`src/rtl/flash_acc_pkg.sv`:
```
package flash_acc_pkg;
  localparam int DATA_W  = 32;
  localparam int LAT_W   = 4;
  localparam int LAT_LSB = 0;
  localparam int PFE_BIT = 8;
  localparam int LPM_BIT = 11;
  localparam int PDR_BIT = 12;
  localparam int SLP_BIT = 14;
  localparam logic [DATA_W-1:0] KEY_WORD_A = 32'h5A3C_96E1;
  localparam logic [DATA_W-1:0] KEY_WORD_B = 32'hA5C3_691E;

  typedef enum logic [1:0] {KEY_WAIT_A, KEY_WAIT_B, KEY_OPEN, KEY_DEAD} keyState_t;

  typedef struct packed {
    logic wrLat;
    logic wrPfe;
    logic wrLpm;
    logic wrPdr;
    logic wrSlp;
    logic clrPdr;
    logic rdStb;
    logic showLat;
    logic showPfe;
    logic showLp;
  } ctrlStb_t;
endpackage

```
`src/rtl/flash_acc_ctrl.sv`:
```
module flash_acc_ctrl
  import flash_acc_pkg::*;
#(
  parameter int DATA_W = flash_acc_pkg::DATA_W
) (
  input  logic              clk,
  input  logic              rstN,
  input  logic              wrEn,
  input  logic              rdEn,
  input  logic              regSel,
  input  logic [DATA_W-1:0] wrData,
  input  logic              accSecure,
  input  logic              accPriv,
  input  logic              clkSecAttr,
  input  logic              lpSecAttr,
  input  logic              secPrivProt,
  input  logic              nsPrivProt,
  input  logic              flashBusy,
  input  logic              wbufPending,
  input  logic              pdAck,
  output ctrlStb_t          stb
);
  keyState_t keyState, keyNext;
  logic ctrlWr, keyWr;
  logic latVis, lpVis;
  logic latOk, pfeOk, lpOk;

  // A field is reachable when the access is secure or the field is not secure.
  // A write also needs privilege when the protection input for the field's
  // security domain is set.
  function automatic logic fieldWritable(input logic fieldSec, input logic isSec,
                                         input logic isPriv, input logic sProt,
                                         input logic nsProt);
    logic vis, prot;
    vis  = isSec || !fieldSec;
    prot = fieldSec ? sProt : nsProt;
    return vis && (isPriv || !prot);
  endfunction

  assign ctrlWr = wrEn && !regSel;
  assign keyWr  = wrEn && regSel;
  assign latVis = accSecure || !clkSecAttr;
  assign lpVis  = accSecure || !lpSecAttr;
  assign latOk  = fieldWritable(clkSecAttr, accSecure, accPriv, secPrivProt, nsPrivProt);
  assign lpOk   = fieldWritable(lpSecAttr, accSecure, accPriv, secPrivProt, nsPrivProt);
  assign pfeOk  = fieldWritable(1'b0, accSecure, accPriv, secPrivProt, nsPrivProt);

  always_comb begin
    keyNext = keyState;
    if (pdAck) begin
      if (keyState != KEY_DEAD) keyNext = KEY_WAIT_A;
    end else if (keyWr) begin
      unique case (keyState)
        KEY_WAIT_A: keyNext = (wrData == KEY_WORD_A) ? KEY_WAIT_B : KEY_DEAD;
        KEY_WAIT_B: keyNext = (wrData == KEY_WORD_B) ? KEY_OPEN : KEY_DEAD;
        KEY_OPEN:   keyNext = KEY_OPEN;
        KEY_DEAD:   keyNext = KEY_DEAD;
        default:    keyNext = KEY_DEAD;
      endcase
    end
  end

  always_ff @(posedge clk) begin
    if (!rstN) keyState <= KEY_WAIT_A;
    else       keyState <= keyNext;
  end

  always_comb begin
    stb         = '0;
    stb.wrLat   = ctrlWr && latOk;
    stb.wrPfe   = ctrlWr && pfeOk;
    stb.wrLpm   = ctrlWr && lpOk && !flashBusy && !wbufPending;
    stb.wrPdr   = ctrlWr && lpOk && !flashBusy && !pdAck && (keyState == KEY_OPEN);
    stb.wrSlp   = ctrlWr && lpOk;
    stb.clrPdr  = pdAck;
    stb.rdStb   = rdEn;
    stb.showLat = rdEn && !regSel && latVis;
    stb.showPfe = rdEn && !regSel;
    stb.showLp  = rdEn && !regSel && lpVis;
  end
endmodule

```
`src/rtl/flash_acc_dp.sv`:
```
module flash_acc_dp
  import flash_acc_pkg::*;
#(
  parameter int DATA_W = flash_acc_pkg::DATA_W,
  parameter int LAT_W  = flash_acc_pkg::LAT_W
) (
  input  logic              clk,
  input  logic              rstN,
  input  ctrlStb_t          stb,
  input  logic [DATA_W-1:0] wrData,
  output logic [DATA_W-1:0] rdData,
  output logic              rdValid,
  output logic [LAT_W-1:0]  latency,
  output logic              prefetchEn,
  output logic              lowPowerRd,
  output logic              pdRequest,
  output logic              sleepPd
);
  logic [DATA_W-1:0] rdWord;

  always_ff @(posedge clk) begin
    if (!rstN) begin
      latency    <= '0;
      prefetchEn <= 1'b0;
      lowPowerRd <= 1'b0;
      sleepPd    <= 1'b0;
      pdRequest  <= 1'b0;
    end else begin
      if (stb.wrLat) latency    <= wrData[LAT_LSB +: LAT_W];
      if (stb.wrPfe) prefetchEn <= wrData[PFE_BIT];
      if (stb.wrLpm) lowPowerRd <= wrData[LPM_BIT];
      if (stb.wrSlp) sleepPd    <= wrData[SLP_BIT];
      if (stb.clrPdr)     pdRequest <= 1'b0;
      else if (stb.wrPdr) pdRequest <= wrData[PDR_BIT];
    end
  end

  always_comb begin
    rdWord = '0;
    if (stb.showLat) rdWord[LAT_LSB +: LAT_W] = latency;
    if (stb.showPfe) rdWord[PFE_BIT] = prefetchEn;
    if (stb.showLp) begin
      rdWord[LPM_BIT] = lowPowerRd;
      rdWord[PDR_BIT] = pdRequest;
      rdWord[SLP_BIT] = sleepPd;
    end
  end

  always_ff @(posedge clk) begin
    if (!rstN) begin
      rdData  <= '0;
      rdValid <= 1'b0;
    end else begin
      rdValid <= stb.rdStb;
      if (stb.rdStb) rdData <= rdWord;
    end
  end
endmodule

```
`src/rtl/flash_access_ctrl.sv`:
```
module flash_access_ctrl
  import flash_acc_pkg::*;
#(
  parameter int DATA_W = flash_acc_pkg::DATA_W,
  parameter int LAT_W  = flash_acc_pkg::LAT_W
) (
  input  logic              clk,
  input  logic              rstN,
  input  logic              wrEn,
  input  logic              rdEn,
  input  logic              regSel,
  input  logic [DATA_W-1:0] wrData,
  input  logic              accSecure,
  input  logic              accPriv,
  input  logic              clkSecAttr,
  input  logic              lpSecAttr,
  input  logic              secPrivProt,
  input  logic              nsPrivProt,
  input  logic              flashBusy,
  input  logic              wbufPending,
  input  logic              pdAck,
  output logic [DATA_W-1:0] rdData,
  output logic              rdValid,
  output logic [LAT_W-1:0]  latency,
  output logic              prefetchEn,
  output logic              lowPowerRd,
  output logic              pdRequest,
  output logic              sleepPd
);
  ctrlStb_t stb;

  flash_acc_ctrl #(.DATA_W(DATA_W)) uCtrl (
    .clk(clk), .rstN(rstN), .wrEn(wrEn), .rdEn(rdEn), .regSel(regSel),
    .wrData(wrData), .accSecure(accSecure), .accPriv(accPriv),
    .clkSecAttr(clkSecAttr), .lpSecAttr(lpSecAttr),
    .secPrivProt(secPrivProt), .nsPrivProt(nsPrivProt),
    .flashBusy(flashBusy), .wbufPending(wbufPending), .pdAck(pdAck),
    .stb(stb)
  );

  flash_acc_dp #(.DATA_W(DATA_W), .LAT_W(LAT_W)) uDp (
    .clk(clk), .rstN(rstN), .stb(stb), .wrData(wrData),
    .rdData(rdData), .rdValid(rdValid), .latency(latency),
    .prefetchEn(prefetchEn), .lowPowerRd(lowPowerRd),
    .pdRequest(pdRequest), .sleepPd(sleepPd)
  );
endmodule

```
`config.mk`:
```
export PLATFORM = sky130hd
export DESIGN_NAME = flash_access_ctrl
export DESIGN_NICKNAME = d
export VERILOG_FILES = /design/src/rtl/flash_acc_pkg.sv /design/src/rtl/flash_acc_ctrl.sv /design/src/rtl/flash_acc_dp.sv /design/src/rtl/flash_access_ctrl.sv
export SDC_FILE = /design/constraint.sdc
export NUM_CORES = 1
export LEC_CHECK = 0
export BUFFER_PORTS_ARGS = -buffer_cell sky130_fd_sc_hd__buf_2
export CELL_PAD_IN_SITES_DETAIL_PLACEMENT = 0
export CELL_PAD_IN_SITES_GLOBAL_PLACEMENT = 1
export CORE_UTILIZATION = 29
export CTS_CLUSTER_DIAMETER = 120
export DETAILED_ROUTE_END_ITERATION = 8
export HOLD_SLACK_MARGIN = 0.15
export PLACE_DENSITY = 0.95
export SLEW_MARGIN = 10
export SYNTH_ARGS = -nofsm -noshare
export SYNTH_HDL_FRONTEND = slang
export SYNTH_SLANG_ARGS = --single-unit
```
`constraint.sdc`:
```
create_clock -name clk -period 2.8 [get_ports clk]
set_clock_uncertainty 0.1 [all_clocks]
set_input_delay 0.28 -clock clk [delete_from_list [all_inputs] [get_ports clk]]
set_output_delay 0.28 -clock clk [all_outputs]
set_load 0.01 [all_outputs]
```
Yosys cells after proc, flatten, opt, wreduce, memory -nomap -nowiden:

Index checks and enable logic that the tools add are counted.
Widths: inputs -> output; s select.

* register bits after elaboration: 19
* input bits: 46
* output and inout bits: 41

* eq/ne operators: 7
* mux-type cells: 12
* bitwise operators: 1
* reductions and logical operators: 32

Operators by type and width (count)
* $eq 32x31->1 const B: 1
* $eq 32x32->1 const B: 1
* $logic_and 1x1->1: 14
* $mux 2: 5
* $logic_not 1->1: 9
* $pmux 2 s4: 1
* $logic_or 1x1->1: 5
* $mux 1: 5
* $eq 2x2->1 const B: 2
* $mux 4: 1
* $eq 2x1->1 const B: 1
* $logic_not 2->1: 1
* $ne 2x1->1 const B: 1
* $ne 2x2->1 const B: 1
* $reduce_and 2->1: 1
* $reduce_bool 2->1: 1
* $reduce_or 2->1: 1
* $not 1->1: 1

Longest topological paths before layout:

* depth in word-level cells: 8
* depth in mapped cells: 4

Hierarchy:

From an unflattened synthesis, not the netlist that was laid out.

* cell total of the unflattened synthesis: 149
* area, all modules: 1227.4 µm²

Modules (own cells, without submodules)
* flash_acc_dp: times used 1, cells each 87, area each 837.1 µm², sequential area each 340.3 µm²
* flash_acc_ctrl: times used 1, cells each 62, area each 390.4 µm², sequential area each 40.0 µm²

Worst setup path after synthesis:

Ideal clock, no wire load.

* kind: reg-to-reg
* start: reg uCtrl.keyState[0]
* end: reg uCtrl.keyState[1]
* setup time: 133 ps
* data arrival time: 1005 ps
* required time: 2567 ps
* slack: 1563 ps
* stages on the path, launching flop included: 5
* path buffers: 0
* clock period less this slack: 1237 ps
* path through: dfxtp_1 nor4b_2 nand4_1 nor4_1 a211oi_1

* longest elaborated chain between the ends: 4

Ends and longest elaborated chain
* start: declaration: line flash_acc_ctrl.sv:23 `keyState_t keyState, keyNext;`
* start signal: assignment: line flash_acc_ctrl.sv:65 `else keyState <= keyNext;`
* $eq 2x2->1, or another cell as far along: line flash_acc_ctrl.sv:53 `unique case (keyState)`
* $pmux 2 s4: line flash_acc_ctrl.sv:53
* $mux 2: line flash_acc_ctrl.sv:52 `end else if (keyWr) begin`
* $mux 2: line flash_acc_ctrl.sv:50 `if (pdAck) begin`

Several ways; a longest one is shown, not always the timed one. The select of a mux whose other input is x is not followed.
A chain may end at the register's enable or synchronous reset.

Worst setup path after layout:

Ends and elaborated chain as after synthesis.

==> results list <==
* Wire length of the first global-routing pass: 4.69 mm
* Startpoint of the worst hold path: rstN
* EDFF count, synth: 0
- Setup CP Type: reg -> reg
* Top cells by area in the synthesized netlist: sky130_fd_sc_hd__dfxtp_1 32%, sky130_fd_sc_hd__buf_4 15%, sky130_fd_sc_hd__a21oi_1 7.1%
- Worst IR drop on VDD: 147 uV
- The root buffer cell chosen for the clock tree is sky130_fd_sc_hd__clkbuf_8.
- RSZ-0062 raised after global routing: false
- For the finished layout, the period the worst path requires is 1350 ps.
- In the synthesized netlist the dominant register cell turns out to be sky130_fd_sc_hd__dfxtp_1.
- In the final routed layout, each cell accounts on average for 11.0 um.
- Dividing the detail-routed via count by the number of cells gives 4.65.
- Netlist area before placement: 1200 um2
- Hold buffer count at CTS: 0
- Entering global routing, the biggest net connects 18 pins.
- Sequential-to-total area share from yosys stat: 31.7%
- Warnings from Yosys: 0
* Top cells by count, synth: 24 x sky130_fd_sc_hd__buf_4, 19 x sky130_fd_sc_hd__dfxtp_1, 17 x sky130_fd_sc_hd__a21oi_1, 12 x sky130_fd_sc_hd__nor2_1, 8 x sky130_fd_sc_hd__nand2_1
* Final core utilization: 37.9%
- Counting flops with an async set or reset pin after synthesis yields a share of 0%.
- Starting Density: 30.0%
- Part of the cycle the worst path needs: 48.4%
- After global routing the overflow that remains totals 0.
* Number of diodes added for antenna fixing: 0
* Cell count of the worst hold path: 2
- The number of antenna violations at the first check in global routing is 0.
- The final number of max-transition violations came to 0.
* CTS tree: built
- Arr. time, crit path: 1390 ps
* Routability cong.: 0.738
- Placement row count: 23
- Worst hold path class: in -> reg
- Clock tree buffer depth: 2
* Detail Placement HPWL: 2.37 mm
* Share of final-layout standard cells stronger than drive strength 1: 34.8%
- Number of buffers created by CTS: 3
* Critical path peak fanout: 5
* Buffers on Ports: 62
- GRT Util Overall: 14.1%
* Horizontal die dimension: 66.3 um
- Max Fclk: 739 MHz
- The final layout contains routed wiring with a total length of 2.86 mm.
- The number of global-route vias before repair was 1100.
- Synthesized flop and latch total: 19
- Setup violations remaining at the end of the flow were counted as 0.
* Post-synthesis cell type with the largest combined area: sky130_fd_sc_hd__dfxtp_1
- The endpoint identified for the worst register-to-register timing path is uCtrl.keyState[1].
- In this run the post-CTS setup repair buffer count came out at 0.
* Height of the die: 66.3 um
- For this design the static power due to leakage is 0.704 nW.
- Count leader, synth: sky130_fd_sc_hd__buf_4
- The count of cells in the finished layout, fillers not included, comes to 260.
- Power per unit of standard cell area: 385 nW/um2
* DP Cell Count: 256
- For the worst-skew pair, the clock arrives at the later sink with an insertion delay of 260 ps.
- Averaged over all synthesized cells, the footprint is 8.16 um2.
- Total core area: 4000 um2
- Relative to the synthesized area, the layout overhead comes to 26.5%.
* Area enclosed by the die boundary: 4400 um2
- Required time at the endpoint of the critical path: 2840 ps
- The worst register-to-register path has a setup slack of 1450 ps.
- STA classifies the critical path endpoint as a register.
- For this design the top-level I/O count stands at 87.
- Clock tree synthesis found a total of 19 sinks.
* Final Cell Area: 1520 um2
- Once placement finished, the instance area stood at 1470 um2.
* Total vias in the final route: 1208
* Depth of the worst register-to-register path: 4
* Worst Setup Start Kind: register
* Startpoint of the lowest-slack register-to-register path: uCtrl.keyState[0]
- In the routed design, unresolved DRC markers number 0.
- The run finished with clean final reports.
- Number of resized instances in the post-cts repair step: 0
* Count of distinct cell types in the synthesized netlist: 37
- DR pass1 iterations: 4
- The path with the worst hold slack has its endpoint at uDp.rdValid.
- Clock transition at path regs: 70 ps
* Count of mapped cells out of synthesis: 147
* Number of levels the H-tree was split into: 1
* Setup TNS after final layout: 0 ps
- The first routing iteration left 51 violations.
- Hold violation total from the final report: 0
- Layout Nets: 257
- Post-DRT Antenna Nets: 0
* Share of Yosys cell area claimed by the top area cell type: 31.7%
* Maxcap violations: 0
==> metrics by stage <==
step / total power, W / hold slack (ps) / setup WS [ps]
global placement: 0.000395 / 357 / 1360
CTS: 0.000593 / 159 / 1410
finish: 0.000584 / 167 / 1450
floorplan: 0.000366 / 307 / 1560
global route: 0.000617 / 182 / 1300
detailed placement: 0.000397 / 361 / 1350
==> cell usage in the layout (no fill, tap or decap), types with 4 or more instances in the layout <==
cell / count
sky130_fd_sc_hd__nor2_1: 12
sky130_fd_sc_hd__a21oi_1: 17
sky130_fd_sc_hd__nand2_1: 8
sky130_fd_sc_hd__nor4bb_1: 5
sky130_fd_sc_hd__dfxtp_1: 19
sky130_fd_sc_hd__nand4_1: 5
sky130_fd_sc_hd__buf_2: 62
sky130_fd_sc_hd__nor4_1: 4
sky130_fd_sc_hd__nor2b_1: 7
sky130_fd_sc_hd__o21ai_0: 7
sky130_fd_sc_hd__conb_1: 24
sky130_fd_sc_hd__nand3_1: 6
sky130_fd_sc_hd__nand2b_1: 4
==> cell families (layout without fill, tap and decap cells) <==
family,Yosys count,count (layout),share of synthesized area [%]
simple gates,63,63,33.5
compound gates,34,34,17.1
buf+inv,29,69,16.6
flops,19,19,31.7
other cells,1,24,0.313
mux,1,1,0.834
==> worst max-delay path by stage <==
| stage | to | startpoint | slack, ps |
|---|---|---|---|
| 4_1_cts | uCtrl.keyState[1] | uCtrl.keyState[0] | 1410 |
| 3_3_place_gp | uCtrl.keyState[1] | wrData[29] | 1360 |
| 3_5_place_dp | uCtrl.keyState[1] | wrData[29] | 1350 |
| 5_1_grt | uCtrl.keyState[1] | uCtrl.keyState[0] | 1300 |
| 2_1_floorplan | uCtrl.keyState[1] | uCtrl.keyState[0] | 1560 |
| 6_report | uCtrl.keyState[1] | uCtrl.keyState[0] | 1450 |
==> critical path, cell delays in order (launching register included) <==
cell                       delay (ps)
sky130_fd_sc_hd__dfxtp_1          350
sky130_fd_sc_hd__nor4b_2          280
sky130_fd_sc_hd__nand4_1          110
sky130_fd_sc_hd__nor4_1           280
sky130_fd_sc_hd__a211oi_1         100
==> state kept, by name (all words and copies together) (netlist names) <==
signal	count
uDp.prefetchEn	1
uCtrl.keyState	2
uDp.rdData	8
uDp.rdValid	1
uDp.latency	4
uDp.pdRequest	1
uDp.sleepPd	1
uDp.lowPowerRd	1
==> layer usage <==
metal / up-vias / wire [um] / track usage [%]
met3: 4 / 237 / 2.76
met2: 58 / 1320 / 23.5
met5: - / 0 / 0
met1: 534 / 1260 / 16.9
met4: 0 / 42 / 7.45
li1: 612 / - / -
==> area by class of cell <==
type	count	area, um2
well taps	50	62.6
repair buffers	62	310
clock inverters	1	5.00
multi-input cells	122	707
clock buffers	3	41.3
flip-flops and latches	19	380
inverters	3	11.3
fillers	431	2480
==> power by group <==
part | internal [W] | switching [W] | total, W
sequential | 0.000276 | 0.00000415 | 0.000281
combinational | 0.0000458 | 0.0000637 | 0.000110
clock | 0.0000990 | 0.0000946 | 0.000194
No activity file was read; power rests on OpenSTA's default activity.
